`src/rtl/autopoll_pkg.sv`:
```
package autopoll_pkg;
  localparam logic [7:0] PKT_TYPE_DEV  = 8'h00;
  localparam logic [7:0] PKT_FLAG_POLL = 8'h40;
  localparam logic [7:0] RATE_RESET    = 8'd20;
  localparam logic [15:0] MASK_RESET   = 16'hFFFF;

  typedef enum logic [1:0] {
    PF_IDLE = 2'd0,
    PF_WAIT = 2'd1,
    PF_EMIT = 2'd2
  } pf_state_e;
endpackage

```
`src/rtl/ap_interval_timer.sv`:
```
module ap_interval_timer #(
  parameter int TICK_DIV = 250000,
  parameter int RATE_W   = 8
) (
  input  logic              clk,
  input  logic              rst_n,
  input  logic              run,
  input  logic              restart,
  input  logic [RATE_W-1:0] rate,
  output logic              expire
);
  localparam int PRE_W = $clog2(TICK_DIV + 1);
  localparam logic [PRE_W-1:0] PRE_TOP = PRE_W'(TICK_DIV - 1);

  logic [PRE_W-1:0]  pre_q, pre_d;
  logic [RATE_W-1:0] ms_q, ms_d;
  logic              tick;

  always_comb begin
    tick   = run && (pre_q == PRE_TOP);
    expire = tick && (ms_q == rate - RATE_W'(1)) && !restart;
    if (restart || !run)   pre_d = '0;
    else if (tick)         pre_d = '0;
    else                   pre_d = pre_q + PRE_W'(1);
    if (restart || !run)   ms_d = '0;
    else if (expire)       ms_d = '0;
    else if (tick)         ms_d = ms_q + RATE_W'(1);
    else                   ms_d = ms_q;
  end

  always_ff @(posedge clk or negedge rst_n) begin
    if (!rst_n) begin
      pre_q <= '0;
      ms_q  <= '0;
    end else begin
      pre_q <= pre_d;
      ms_q  <= ms_d;
    end
  end
endmodule

```
`src/rtl/ap_packet_former.sv`:
```
module ap_packet_former
  import autopoll_pkg::*;
#(
  parameter int MAX_BYTES = 8,
  parameter int LEN_W     = $clog2(MAX_BYTES + 1)
) (
  input  logic                   clk,
  input  logic                   rst_n,
  input  logic                   expire,
  input  logic                   rsp_valid,
  input  logic [LEN_W-1:0]       rsp_len,
  input  logic [8*MAX_BYTES-1:0] rsp_data,
  output logic                   poll_req,
  output logic                   pkt_valid,
  output logic [7:0]             pkt_byte,
  output logic                   pkt_last
);
  localparam int IDX_W = $clog2(MAX_BYTES + 2);
  localparam logic [LEN_W-1:0] LEN_MAX = LEN_W'(MAX_BYTES);

  pf_state_e              st_q, st_d;
  logic [IDX_W-1:0]       idx_q, idx_d, end_q, end_d;
  logic [8*MAX_BYTES-1:0] data_q;
  logic                   cap_en, req_d, req_q;
  logic [LEN_W-1:0]       len_c;
  logic [IDX_W-1:0]       sel;
  logic [8*MAX_BYTES-1:0] data_sh;

  always_comb begin
    len_c  = (rsp_len > LEN_MAX) ? LEN_MAX : rsp_len;
    st_d   = st_q;
    idx_d  = idx_q;
    end_d  = end_q;
    cap_en = 1'b0;
    req_d  = 1'b0;
    unique case (st_q)
      PF_IDLE: if (expire) begin
        st_d  = PF_WAIT;
        req_d = 1'b1;
      end
      PF_WAIT: if (rsp_valid) begin
        if (len_c == '0) st_d = PF_IDLE;
        else begin
          st_d   = PF_EMIT;
          cap_en = 1'b1;
          idx_d  = '0;
          end_d  = IDX_W'(len_c) + IDX_W'(1);
        end
      end
      PF_EMIT: begin
        if (idx_q == end_q) st_d = PF_IDLE;
        else                idx_d = idx_q + IDX_W'(1);
      end
      default: st_d = PF_IDLE;
    endcase
  end

  always_ff @(posedge clk or negedge rst_n) begin
    if (!rst_n) begin
      st_q  <= PF_IDLE;
      idx_q <= '0;
      end_q <= '0;
      req_q <= 1'b0;
    end else begin
      st_q  <= st_d;
      idx_q <= idx_d;
      end_q <= end_d;
      req_q <= req_d;
    end
  end

  always_ff @(posedge clk or negedge rst_n) begin
    if (!rst_n)      data_q <= '0;
    else if (cap_en) data_q <= rsp_data;
  end

  always_comb begin
    sel      = idx_q - IDX_W'(2);
    data_sh  = data_q >> {sel, 3'b000};
    poll_req = req_q;
    pkt_valid = (st_q == PF_EMIT);
    pkt_last  = pkt_valid && (idx_q == end_q);
    if (idx_q == IDX_W'(0))      pkt_byte = PKT_TYPE_DEV;
    else if (idx_q == IDX_W'(1)) pkt_byte = PKT_FLAG_POLL;
    else                         pkt_byte = data_sh[7:0];
  end
endmodule

```
`src/rtl/autopoll_sched.sv`:
```
module autopoll_sched
  import autopoll_pkg::*;
#(
  parameter int TICK_DIV  = 250000,
  parameter int MAX_BYTES = 8,
  parameter int LEN_W     = $clog2(MAX_BYTES + 1)
) (
  input  logic                   clk,
  input  logic                   rst_n,
  input  logic                   cfg_en_we,
  input  logic [7:0]             cfg_en_val,
  input  logic                   cfg_rate_we,
  input  logic [7:0]             cfg_rate_val,
  input  logic                   cfg_mask_we,
  input  logic [7:0]             cfg_mask_hi,
  input  logic [7:0]             cfg_mask_lo,
  input  logic                   rsp_valid,
  input  logic [LEN_W-1:0]       rsp_len,
  input  logic [8*MAX_BYTES-1:0] rsp_data,
  output logic                   poll_req,
  output logic [15:0]            poll_mask,
  output logic                   pkt_valid,
  output logic [7:0]             pkt_byte,
  output logic                   pkt_last
);
  logic        en_q, en_chg, rate_ok, restart, expire;
  logic [7:0]  rate_q;
  logic [15:0] mask_q;

  always_comb begin
    en_chg  = cfg_en_we && ((cfg_en_val != 8'h00) != en_q);
    rate_ok = cfg_rate_we && (cfg_rate_val != 8'h00);
    restart = en_chg || (rate_ok && en_q);
  end

  always_ff @(posedge clk or negedge rst_n) begin
    if (!rst_n) begin
      en_q   <= 1'b0;
      rate_q <= RATE_RESET;
      mask_q <= MASK_RESET;
    end else begin
      if (en_chg)      en_q   <= !en_q;
      if (rate_ok)     rate_q <= cfg_rate_val;
      if (cfg_mask_we) mask_q <= {cfg_mask_hi, cfg_mask_lo};
    end
  end

  assign poll_mask = mask_q;

  ap_interval_timer #(.TICK_DIV(TICK_DIV), .RATE_W(8)) u_timer (
    .clk     (clk),
    .rst_n   (rst_n),
    .run     (en_q),
    .restart (restart),
    .rate    (rate_q),
    .expire  (expire)
  );

  ap_packet_former #(.MAX_BYTES(MAX_BYTES), .LEN_W(LEN_W)) u_former (
    .clk       (clk),
    .rst_n     (rst_n),
    .expire    (expire),
    .rsp_valid (rsp_valid),
    .rsp_len   (rsp_len),
    .rsp_data  (rsp_data),
    .poll_req  (poll_req),
    .pkt_valid (pkt_valid),
    .pkt_byte  (pkt_byte),
    .pkt_last  (pkt_last)
  );
endmodule

```
`config.mk`:
```
export PLATFORM = sky130hd
export DESIGN_NAME = autopoll_sched
export DESIGN_NICKNAME = d
export VERILOG_FILES = /design/src/rtl/autopoll_pkg.sv /design/src/rtl/ap_interval_timer.sv /design/src/rtl/ap_packet_former.sv /design/src/rtl/autopoll_sched.sv
export SDC_FILE = /design/constraint.sdc
export NUM_CORES = 1
export LEC_CHECK = 0
export BUFFER_PORTS_ARGS = -buffer_cell sky130_fd_sc_hd__buf_2
export CAP_MARGIN = 10
export CELL_PAD_IN_SITES_DETAIL_PLACEMENT = 1
export CELL_PAD_IN_SITES_GLOBAL_PLACEMENT = 1
export CORE_MARGIN = 4
export CORE_UTILIZATION = 47
export CTS_CLUSTER_DIAMETER = 40
export DETAILED_ROUTE_END_ITERATION = 10
export GPL_ROUTABILITY_DRIVEN = 0
export GPL_TIMING_DRIVEN = 0
export PLACE_DENSITY_LB_ADDON = 0.1
export SLEW_MARGIN = 20
export SYNTH_ARGS = -nofsm -noshare
export SYNTH_HDL_FRONTEND = slang
export SYNTH_SLANG_ARGS = --single-unit
```
`constraint.sdc`:
```
create_clock -name clk -period 5.9 [get_ports clk]
set_input_delay 0.295 -clock clk [delete_from_list [all_inputs] [get_ports clk]]
set_output_delay 0.295 -clock clk [all_outputs]
set_load 0.01 [all_outputs]
```
==> impl_results.md, run 1 <==
* Status: finished, final reports clean
* Clock Skews at 0.00745 ns
* Worst EP arrival at 3.99 ns
* Seq/Total Area, Yosys at 0.529
* Pin count of the biggest net entering global routing at 66
* Synth Area in Compound Gates at 0.0285
* Syn_area_per_cell at 12.4 sq um
* Routed Antenna Nets at 0
* Hold Path Class: in -> reg
* Hold Buf Count CTS at 1
* Final core occ at 0.598
* Core Region at 12600 sq um
* Max rail drop VDD at between 200 and 250 uV
* Row count at 41
* WP data required at 5.61 ns
* CTS tree: yes
* DR vias/cell at 5.30
* Initial Utilization at 0.478
* Post-synthesis simple-gate area fraction at 0.118
* Post-route setup TNS at 0 ns
* 1st-iter DRT viols at around 230
* CP Max Fanout at 10
* Worst Setup End Kind: output pin
* Post-CTS sizing at 0
* CTS clock-pin slew for the worst setup and hold paths at about 0.06 ns
* RSZ-0062 raised after global routing: no
* Synth cell types at 49
* H-tree depth at 4
* Num CTS Buffers at 17
* Startpoint types: flip-flop
* RR Startpoint: u_timer.pre_q[13]$_DFF_PN0_
* Sink Count at ~130
* Largest family of logic cells by synthesized area: multiplexers
* Overall global routing resource usage at 0.216
* Layout cells sized above 1 at 0.437
* CTS Buffer Depth at 2
* Nets@finish at 750
* Adder-cell share of the synthesized area at 0.0208
* Clk_lat worst skew at 0.42 ns
* Setup Fix Bufs, Post-CTS at 0
* Detailed Place HPWL at about 11000 um
* Syn Nets at 599
* Worst Tran Pin Value at 0.861 ns
* Asr flop ratio synth at 1.00
* GRT overflow at 0
* Max cap viols at 0
* Critical path origin: u_former.idx_q[1]$_DFFE_PN0P_
* IO Pins at 133
* Final WS setup at 1.61 ns
* Finish-stage setup viols at 0
* Yosys top cell area share at 0.450
* Post-synthesis mux area share at 0.225
* Residual DRC count at 0
* Post-synth EDFFs at 0
* Cells after synthesis at 483
* Fmax at 233 MHz
* Buffers on Ports at 130
* Initial antenna violation count at 0
* Die width at 121 um
* Pwr/cell area at between 300 and 400 nW/um^2
* Height of the die at 121 um
* Ant. Diodes at 0
* Leakage power at 3.53 nW
* Global-route wire length before repair at 24200 um
* CTS Root Buffer Type: clkbuf_16
* DR vias at 4337
* DIE AREA at 14700 sq um
* HP Start: cfg_rate_val[4]
* Area growth, synth to finish at 25.0%
* Synth warn at 0
* Synth area leaders: dfrtp_1 45%, mux2_2 15%, dfstp_2 7.9%
* #FFs+latches synth at approximately 130
* Most common flop cell mapped by yosys: dfrtp_1
* Minimum clock period at 4.29 ns
* WL final at roughly 15000 um
* Synthesized area at around 6000 sq um
* Final Hold Fails at 0
* Pre-antenna DRT Iters at 4
* Vias in the first global route at 4763
* Final worst path period share at 0.727
* Rel. slew slack at 0.426
* Crit path kind: reg -> out
* Area leader, netlist: dfrtp_1
* Xor-xnor portion of the synthesized cell area at 0.0583
* Detailed-route wire length per cell at 18.3 um
* Max Slew Vio Count at 0
* Worst slack, placed at ~2.1 ns
report_power, final:
part	switching (W)	internal (W)	total, W
sequential	0.0000478	0.000944	0.000992
combinational	0.000309	0.000272	0.000581
clock	0.000393	0.000644	0.00104
total	0.000749	0.00186	0.00261
metrics by stage:
step	std cells	hold slack [ns]	instance area [sq um]	power, W
2_1_floorplan	483	-0.000591	6010	0.00138
3_3_place_gp	785	0.439	6870	0.00156
3_5_place_dp	786	0.326	6910	0.00159
4_1_cts	819	0.0674	7510	0.00263
5_1_grt	819	0.0828	7510	0.00274
6_report	819	0.0829	7510	0.00261
logic make-up after synthesis:
group | after synthesis
AO/OA/AOI/OAI | 26
flip-flops | 126
AND/OR/NAND/NOR | 145
buffers and inverters | 31
multiplexers | 105
XOR/XNOR | 40
adder cells (fa/ha/maj) | 10
routing by layer:
metal  track usage  routed length, um
met5             0                  0
met2         0.350               7440
met1         0.276               6360
met4        0.0963                354
met3        0.0527                814
cell usage after synthesis (2+ instances only):
library cell  instances
nor4_1                6
nand3_1              10
mux4_2               16
dfrtp_1             108
clkbuf_1             16
nand2b_1              3
a21oi_1               8
nor3b_1               2
nand3b_1              2
inv_1                10
xor2_1               19
o21ai_0               4
mux2i_1               8
and4_1                3
xnor2_1              21
dfstp_2              18
nor3_1                6
nand4_1              13
nand2_1              36
buf_1                 3
ha_1                 10
or4_1                 2
and3_1                2
mux2_2               81
nor2b_1               3
a21boi_0              2
and2_1                4
nor2_1               46
worst paths after layout:
kind	slack (ns)	endpoint	cells after the start
max	1.61	pkt_byte[6]	11
min	0.08	rate_q[4]$_DFFE_PN1P_	3
max reg2reg	3.41	u_timer.pre_q[15]$_DFF_PN0_	6
min reg2reg	0.45	u_timer.pre_q[0]$_DFF_PN0_	1
max in group asynchronous	4.74	rate_q[2]$_DFFE_PN1P_	3
min in group asynchronous	0.45	u_former.data_q[22]$_DFFE_PN0P_	2
worst max-delay path, cell delays in order, from the launching register on:
cell and delay (ns):
dfrtp_1 0.38, clkbuf_1 0.51, buf_1 0.66, inv_1 0.25
ha_1 0.35, buf_1 0.46, mux2i_1 0.31, nor2_1 0.08
a21oi_1 0.13, a2bb2oi_1 0.18, o22ai_1 0.09, buf_2 0.17
area by class of cell:
class	instances	area (sq um)
fill	1338	5060
sequential	126	3180
multi-input combinational	326	2710
timing repair buffer	132	694
clock buffer	19	453
tap	172	215
clock inverter	13	141
buffer	21	87.6
inverter	10	37.5
layout by cell type (no fill, tap or decap), types with 13 or more instances in the layout:
master | synthesis | layout
buf_2 | 1 | 130
dfrtp_1 | 108 | 108
mux2_2 | 81 | 81
nor2_1 | 46 | 46
nand2_1 | 36 | 36
xnor2_1 | 21 | 21
xor2_1 | 19 | 19
dfstp_2 | 18 | 18
clkbuf_16 | 0 | 17
clkbuf_1 | 16 | 16
mux4_2 | 16 | 16
nand4_1 | 13 | 13
state kept, by name, summed over array words and instances (netlist names):
register and flops:
u_former.st_q 2, u_former.poll_req 1, u_former.end_q 4, u_timer.ms_q 8, poll_mask 16, u_timer.pre_q 18
en_q 1, rate_q 8, u_former.idx_q 4, u_former.data_q 64
No activity file was read; power rests on OpenSTA's default activity.
==> inputs of run 2 (changes only) <==
Settings changed: CORE_UTILIZATION 47 to 39.
Clock period 5.9 ns to 3.8 ns, I/O delays scaled along.
==> run 2 against run 1 <==
Core utilization shrank 7.3 points. Global-route usage shrank 2.9 points. Power grew 60%. Count of clock-buffer cells in the layout is the same. Critical path depth is the same. Sequential share of layout area shrank 2.3 points. Die area grew 19%. First-iteration DRC count shrank 32%. Routed wire length grew 4.6%.
==> impl_results.md, run 2 (synthesized netlist as in run 1, its figures left out) <==
* Status: finished, final reports clean (unchanged)
* Max cap viols at 0 (unchanged)
* Pwr/cell area at 525 nW/um^2 (was 347 nW/um^2)
* Height of the die at 132 um (was 121 um)
* Reg-to-reg slack, setup at 1.27 ns (was 3.41 ns)
* WL final at 15700 um (was 15000 um)
* Clock Skews at 0.00726 ns (was 0.00745 ns)
* Max Slew Vio Count at 0 (unchanged)
* Detailed Place HPWL at 11200 um (was 10900 um)
* IO Pins at 133 (unchanged)
* Final Hold Fails at 0 (unchanged)
* Vias in the first global route at 5062 (was 4763)
* Rel. slew slack at 0.383 (was 0.426)
* Crit path kind: reg -> out (unchanged)
* Global-route wire length before repair at 26000 um (was 24200 um)
* RR Startpoint: u_timer.pre_q[13]$_DFF_PN0_ (unchanged)
* CTS clock-pin slew for the worst setup and hold paths at 0.06 ns (about the same)
* Hold Path Class: in -> reg (unchanged)
* Commonest cells after routing, fill and taps aside: 131 x buf_2, 108 x dfrtp_1, 81 x mux2_2, 46 x nor2_1, 39 x dlygate4sd3_1 (was 130 x buf_2, 108 x dfrtp_1, 81 x mux2_2, 46 x nor2_1, 36 x nand2_1)
* Worst Tran Pin Value at 0.925 ns (was 0.861 ns)
* Pre-antenna DRT Iters at 4 (unchanged)
* DR vias/cell at 5.12 (was 5.30)
* Clk_lat worst skew at 0.41 ns (was 0.42 ns)
* Detailed-route wire length per cell at 17.9 um (was 18.3 um)
* Fmax at around 280 MHz
* DIE AREA at 17500 sq um (was 14700 sq um)
* Ant. Diodes at 0 (unchanged)
* Pin count of the biggest net entering global routing at 94 (was 66)
* Core Region at 15100 sq um (was 12600 sq um)
* CP Max Fanout at 10 (unchanged)
* RR Endpoint: u_timer.pre_q[11]$_DFF_PN0_ (was u_timer.pre_q[15]$_DFF_PN0_)
* DR vias at 4470 (was 4337)
* Area growth, synth to finish at 32.3% (was 25.0%)
* Buffers on Ports at 130 (unchanged)
* Reg2Reg Depth at 6 (unchanged)
* 1st-iter DRT viols at 160 (was 234)
* Nets@finish at 788 (was 750)
* Initial Utilization at 0.397 (was 0.478)
* Sink Count at 126 (unchanged)
* Row count at 45 (was 41)
* Layout cells sized above 1 at 0.413 (was 0.437)
* Num CTS Buffers at 17 (unchanged)
* Hold Worst Slack at 0.0156 ns (was 0.0829 ns)
* Final worst path period share at 0.943
* Critical path origin: u_former.idx_q[1]$_DFFE_PN0P_ (unchanged)
* CTS tree: yes (unchanged)
* Minimum clock period at 3.59 ns
* Worst EP arrival at 3.40 ns (was 3.99 ns)
* Initial antenna violation count at 3 (was 0)
* RSZ-0062 raised after global routing: no (unchanged)
* Largest Register: u_former.data_q (unchanged)
* Worst setup path endpoint: pkt_byte[6] (unchanged)
* WP data required at 3.61 ns (was 5.61 ns)
* Startpoint types: flip-flop (unchanged)
* Max reg flops at 64 (unchanged)
* Leakage power at 3.71 nW (was 3.53 nW)
* Post-route setup TNS at 0 ns (unchanged)
* Max rail drop VDD at 297 uV (was 218 uV)
* Overall global routing resource usage at 0.187 (was 0.216)
* CTS Root Buffer Type: clkbuf_16 (unchanged)
* Routed Antenna Nets at 0 (unchanged)
* CTS Buffer Depth at 2 (unchanged)
* Residual DRC count at 0 (unchanged)
* Die width at 132 um (was 121 um)
* GRT overflow at 0 (unchanged)
* H-tree depth at 4 (unchanged)
* Worst Setup End Kind: output pin (unchanged)
* Finish-stage setup viols at 0 (unchanged)
* Commonest non-fill, non-tap cell in the layout: buf_2 (unchanged)
[run 2: cell types whose count changed in the layout (fill, tap and decap cells not counted)]
cell / before / now
dlygate4sd3_1: 1 / 39
bufinv_16: 2 / 4
clkbuf_8: 2 / 0
clkinv_4: 5 / 3
buf_1: 3 / 2
buf_2: 130 / 131
buf_6: 2 / 1
buf_8: 0 / 1
clkbuf_1: 16 / 17
clkbuf_2: 0 / 1
clkinv_2: 3 / 2
inv_8: 0 / 1
[run 2: repair_timing]
| item | CTS | global route |
|---|---|---|
| setup buffers | 0 | 0 |
| gates resized for setup | 2 | 0 |
| setup endpoints to repair | 1 | 0 |
| endpoints found under the hold margin | 68 | 3 |
| hold buffers | 36 | 3 |
[run 2: worst min path at each step]
| stage | from | end | cells past startpoint |
|---|---|---|---|
| finish | rsp_data[48] | u_former.data_q[48]$_DFFE_PN0P_ | 2 |
| detailed placement | rst_n | rate_q[5]$_DFFE_PN0P_ | 1 |
| global route | rsp_data[30] | u_former.data_q[30]$_DFFE_PN0P_ | 2 |
| CTS | rsp_data[56] | u_former.data_q[56]$_DFFE_PN0P_ | 2 |
| floorplan | rst_n | en_q$_DFFE_PN0P_ | 0 |
| global placement | cfg_rate_val[5] | rate_q[5]$_DFFE_PN0P_ | 3 |
[run 2: layout make-up]
| type | instances | area, sq um |
|---|---|---|
| plain buffers | 21 | 90.1 |
| clock buffers | 19 | 433 |
| clock inverters | 13 | 190 |
| fillers | 1626 | 7200 |
| inverters | 10 | 37.5 |
| multi-input cells | 326 | 2710 |
| flip-flops and latches | 126 | 3180 |
| well taps | 188 | 235 |
| repair buffers | 170 | 1080 |
[run 2: critical path, stage by stage, from the launching register on]
cell and delay [ns]:
dfrtp_1 0.37, clkbuf_2 0.30, buf_2 0.39, inv_1 0.17, ha_1 0.31, buf_1 0.44, mux2i_1 0.32, nor2_1 0.09
a21oi_1 0.14, a2bb2oi_1 0.17, o22ai_1 0.12, buf_2 0.16
[run 2: layer usage]
metal	wire, um	up-vias	GRT usage
li1	-	2087	-
met1	6520	2262	0.223
met2	8100	94	0.322
met3	747	21	0.0565
met4	250	6	0.0624
met5	43	-	0
[run 2: through the flow]
stage	util	worst slack (ns)	power, W	cells	area [sq um]
after floorplan	-	1.08	0.00215	483	6010
after CTS	0.523	0.162	0.00423	870	7920
after detailed placement	0.458	0.00978	0.00247	802	6930
after global routing	0.525	0.00949	0.00440	873	7950
final	0.525	0.215	0.00418	873	7950
after global placement	0.455	0.103	0.00243	801	6890
[run 2: where the power goes]
part | total, W | switching (W) | internal, W
Combinational | 0.000928 | 0.000479 | 0.000449
Sequential | 0.00154 | 0.0000747 | 0.00147
Clock | 0.00171 | 0.000606 | 0.00110
Total | 0.00418 | 0.00116 | 0.00302
==> inputs of run 3 (changes only) <==
Settings changed: CTS_BUF_LIST set to sky130_fd_sc_hd__clkbuf_4 sky130_fd_sc_hd__clkbuf_8 sky130_fd_sc_hd__clkbuf_16, SLEW_MARGIN 20 to 15, SYNTH_HIERARCHICAL set to 1.
==> run 3 against run 2 <==
Routed wire length increased by 8.7%. Maximum frequency is 6.5% higher. Sequential share of layout area fell by 2.1 points. Final cell count up 6.2%. Area after synthesis rose by 3.9%. Combinational power fell by 72%. Global-route usage up 1.1 points. Cell area is 5.4% higher. Largest cell class unchanged. Critical path depth shrank 3. Hold slack improved by 0.0013 ns. Register-to-register slack got worse by 0.02 ns. Worst setup slack better by 0.22 ns.
==> impl_results.md, run 3 <==
* Syn Nets at 611 (was 599)
* Core Region at 15400 sq um (was 15100 sq um)
* DIE AREA at 18100 sq um (was 17500 sq um)
* Nets@finish at 818 (was 788)
* Height of the die at 135 um (was 132 um)
* Fmax at 297 MHz (was 279 MHz)
* Post-synth EDFFs at 0 (unchanged)
* Synth cell types at 57 (was 49)
* Final worst path period share at 0.886 (was 0.943)
* Yosys top cell area share at 0.433 (was 0.450)
* Vias in the first global route at 5427 (was 5062)
* Detailed Place HPWL at 12000 um (was 11200 um)
* Syn_area_per_cell at 12.6 sq um (was 12.4 sq um)
* CP Max Fanout at 10 (unchanged)
* Synth top cells by count: 108 x dfrtp_1, 53 x mux2_1, 44 x nor2_1 (was 108 x dfrtp_1, 81 x mux2_2, 46 x nor2_1)
* Max Slew Vio Count at 0 (unchanged)
* Pin count of the biggest net entering global routing at 80 (was 94)
* Sink Count at 126 (unchanged)
* Cells after synthesis at 495 (was 483)
* Pre-antenna DRT Iters at 4 (unchanged)
* Commonest non-fill, non-tap cell in the layout: buf_2 (unchanged)
* CTS Root Buffer Type: clkbuf_16 (unchanged)
* Clock Skews at 0.00464 ns (was 0.00726 ns)
* Worst EP arrival at 3.18 ns (was 3.40 ns)
* Finish-stage setup viols at 0 (unchanged)
* Worst Setup End Kind: output pin (unchanged)
* Area leader, netlist: dfrtp_1 (unchanged)
* WL final at 17000 um (was 15700 um)
* Num CTS Buffers at 17 (unchanged)
* Seq/Total Area, Yosys at 0.509 (was 0.529)
* Synth warn at 6 (was 0)
* Commonest cells after routing, fill and taps aside: 136 x buf_2, 108 x dfrtp_1, 56 x dlygate4sd3_1, 53 x mux2_1, 44 x nor2_1 (was 131 x buf_2, 108 x dfrtp_1, 81 x mux2_2, 46 x nor2_1, 39 x dlygate4sd3_1)
* Max rail drop VDD at 288 uV (was 297 uV)
* Pwr/cell area at 402 nW/um^2 (was 525 nW/um^2)
* Footprint of the multi-input gates at 2880 sq um (was 2710 sq um)
* Final Hold Fails at 0 (unchanged)
* RR Endpoint: u_former/poll_req$_DFF_PN0_ (was u_timer.pre_q[11]$_DFF_PN0_)
* Hold Path Class: in -> reg (unchanged)
* Layout cells sized above 1 at 0.369 (was 0.413)
* DR vias at 4656 (was 4470)
* Die width at 135 um (was 132 um)
* CTS clock-pin slew for the worst setup and hold paths at 0.06 ns (about the same)
* Synth area leaders: dfrtp_1 43%, mux2_1 9.6%, dfstp_2 7.6% (was dfrtp_1 45%, mux2_2 15%, dfstp_2 7.9%)
* Clk_lat worst skew at 0.41 ns (about the same)
* GRT overflow at 0 (unchanged)
* Routed Antenna Nets at 0 (unchanged)
* Post-route setup TNS at 0 ns (unchanged)
* Global-route wire length before repair at 27800 um (was 26000 um)
* Minimum clock period at 3.37 ns (was 3.59 ns)
* Top-count cell post-synth: dfrtp_1 (unchanged)
* Cells on Worst Hold Path at 2 (unchanged)
* Area growth, synth to finish at 34.3% (was 32.3%)
* 1st-iter DRT viols at 136 (was 160)
* Initial antenna violation count at 1 (was 3)
* Rel. slew slack at 0.450 (was 0.383)
* HP Start: cfg_mask_hi[6] (was rsp_data[48])
* RSZ-0062 raised after global routing: no (unchanged)
* Register area at 3180 sq um (unchanged)
* IO Pins at 133 (unchanged)
* Endpoint, Worst Hold: poll_mask[14]$_DFFE_PN1P_ (was u_former.data_q[48]$_DFFE_PN0P_)
* Synthesized area at 6240 sq um (was 6010 sq um)
* Overall global routing resource usage at 0.198 (was 0.187)
* DR vias/cell at 5.02 (was 5.12)
* Worst Tran Pin Value at 0.825 ns (was 0.925 ns)
* #FFs+latches synth at 126 (unchanged)
* Most common flop cell mapped by yosys: dfrtp_1 (unchanged)
* Largest Register: u_former/data_q (was u_former.data_q)
* Final WS setup at 0.433 ns (was 0.215 ns)
* Status: finished, final reports clean (unchanged)
* Max reg flops at 64 (unchanged)
* Crit path kind: reg -> out (unchanged)
* Residual DRC count at 0 (unchanged)
* CTS tree: yes (unchanged)
* Fillers at 1658 (was 1626)
* Initial Utilization at 0.405 (was 0.397)
* Worst slack, placed at 0.822 ns (was 0.00978 ns)
* Startpoint types: flip-flop (unchanged)
* WP data required at 3.61 ns (about the same)
* Asr flop ratio synth at 1.00 (unchanged)
* Leakage power at 4.07 nW (was 3.71 nW)
* Reg-to-reg slack, setup at 1.25 ns (was 1.27 ns)
* CTS Buffer Depth at 2 (unchanged)
* RR Startpoint: rate_q[0]$_DFFE_PN0P_ (was u_timer.pre_q[13]$_DFF_PN0_)
* Buffers on Ports at 131 (was 130)
* Detailed-route wire length per cell at 18.4 um (was 17.9 um)
* H-tree depth at 4 (unchanged)
* Reg2Reg Depth at 9 (was 6)
* Max cap viols at 0 (unchanged)
* Row count at 45 (unchanged)
==> run 3: worst max path at each step <==
stage / start / to / cells past startpoint
global placement: rst_n / u_timer/pre_q[9]$_DFF_PN0_ / 1
CTS: u_former/idx_q[1]$_DFFE_PN0P_ / pkt_byte[6] / 8
floorplan: u_former/idx_q[1]$_DFFE_PN0P_ / pkt_byte[6] / 7
finish: u_former/idx_q[1]$_DFFE_PN0P_ / pkt_byte[6] / 8
detailed placement: u_former/idx_q[1]$_DFFE_PN0P_ / pkt_byte[6] / 8
global route: u_former/idx_q[1]$_DFFE_PN0P_ / pkt_byte[6] / 8
==> run 3: logic make-up (layout without fill, tap and decap cells) <==
| logic type | count (synthesis) | after routing | share of synthesized area |
|---|---|---|---|
| other | 0 | 1 | 0 |
| buffers and inverters | 34 | 254 | 0.0305 |
| XOR/XNOR | 31 | 31 | 0.0447 |
| AND/OR/NAND/NOR | 131 | 131 | 0.111 |
| multiplexers | 115 | 115 | 0.231 |
| adder cells (fa/ha/maj) | 10 | 10 | 0.0200 |
| flip-flops | 126 | 126 | 0.509 |
| AO/OA/AOI/OAI | 48 | 48 | 0.0545 |
==> run 3: layout make-up <==
class,instances,area share
Antenna cell,1,0.000299
Timing Repair Buffer,188,0.149
Sequential cell,126,0.379
Multi-Input combinational cell,335,0.343
Clock buffer,17,0.0508
Inverter,13,0.00582
Clock inverter,15,0.0234
Buffer,21,0.0169
Tap cell,211,0.0315
==> run 3: report_power, final <==
part           leakage, nW  total (W)  internal [W]  switching (W)
clock network        0.295    0.00169       0.00109       0.000599
logic                 2.11   0.000261      0.000141       0.000120
registers             1.66    0.00141       0.00139      0.0000284
==> run 3: layer usage <==
metal  vias up  track usage  wire length [um]
li1       2179            -                 -
met5         -            0                 0
met3        15       0.0447               556
met2        89        0.359              9180
met4         0       0.0560               238
met1      2373        0.235              7050
==> run 3: worst max-delay path, cell delays in order (launching register included) <==
cell and delay, ns:
dfrtp_1 0.44, buf_4 0.25, buf_2 0.35, inv_1 0.16, ha_1 0.33, clkbuf_1 0.63, o31ai_1 0.16, o31ai_1 0.26
buf_2 0.19
==> run 3: what timing repair did <==
item	CTS	global route
resized for setup	0	0
buffers inserted	0	0
hold endpoints to repair	82	2
hold buffers	54	2
==> run 3: through the flow <==
step | area (sq um) | hold slack, ns | utilization | total power (W) | cells
finish | 8380 | 0.0169 | 0.543 | 0.00337 | 927
global route | 8380 | 0.000541 | 0.543 | 0.00352 | 927
CTS | 8360 | 0.00000738 | 0.542 | 0.00341 | 924
detailed placement | 7200 | 0.165 | 0.466 | 0.00165 | 838
global placement | 7160 | 0.403 | 0.464 | 0.00164 | 837
floorplan | 6240 | -0.106 | - | 0.00152 | 495
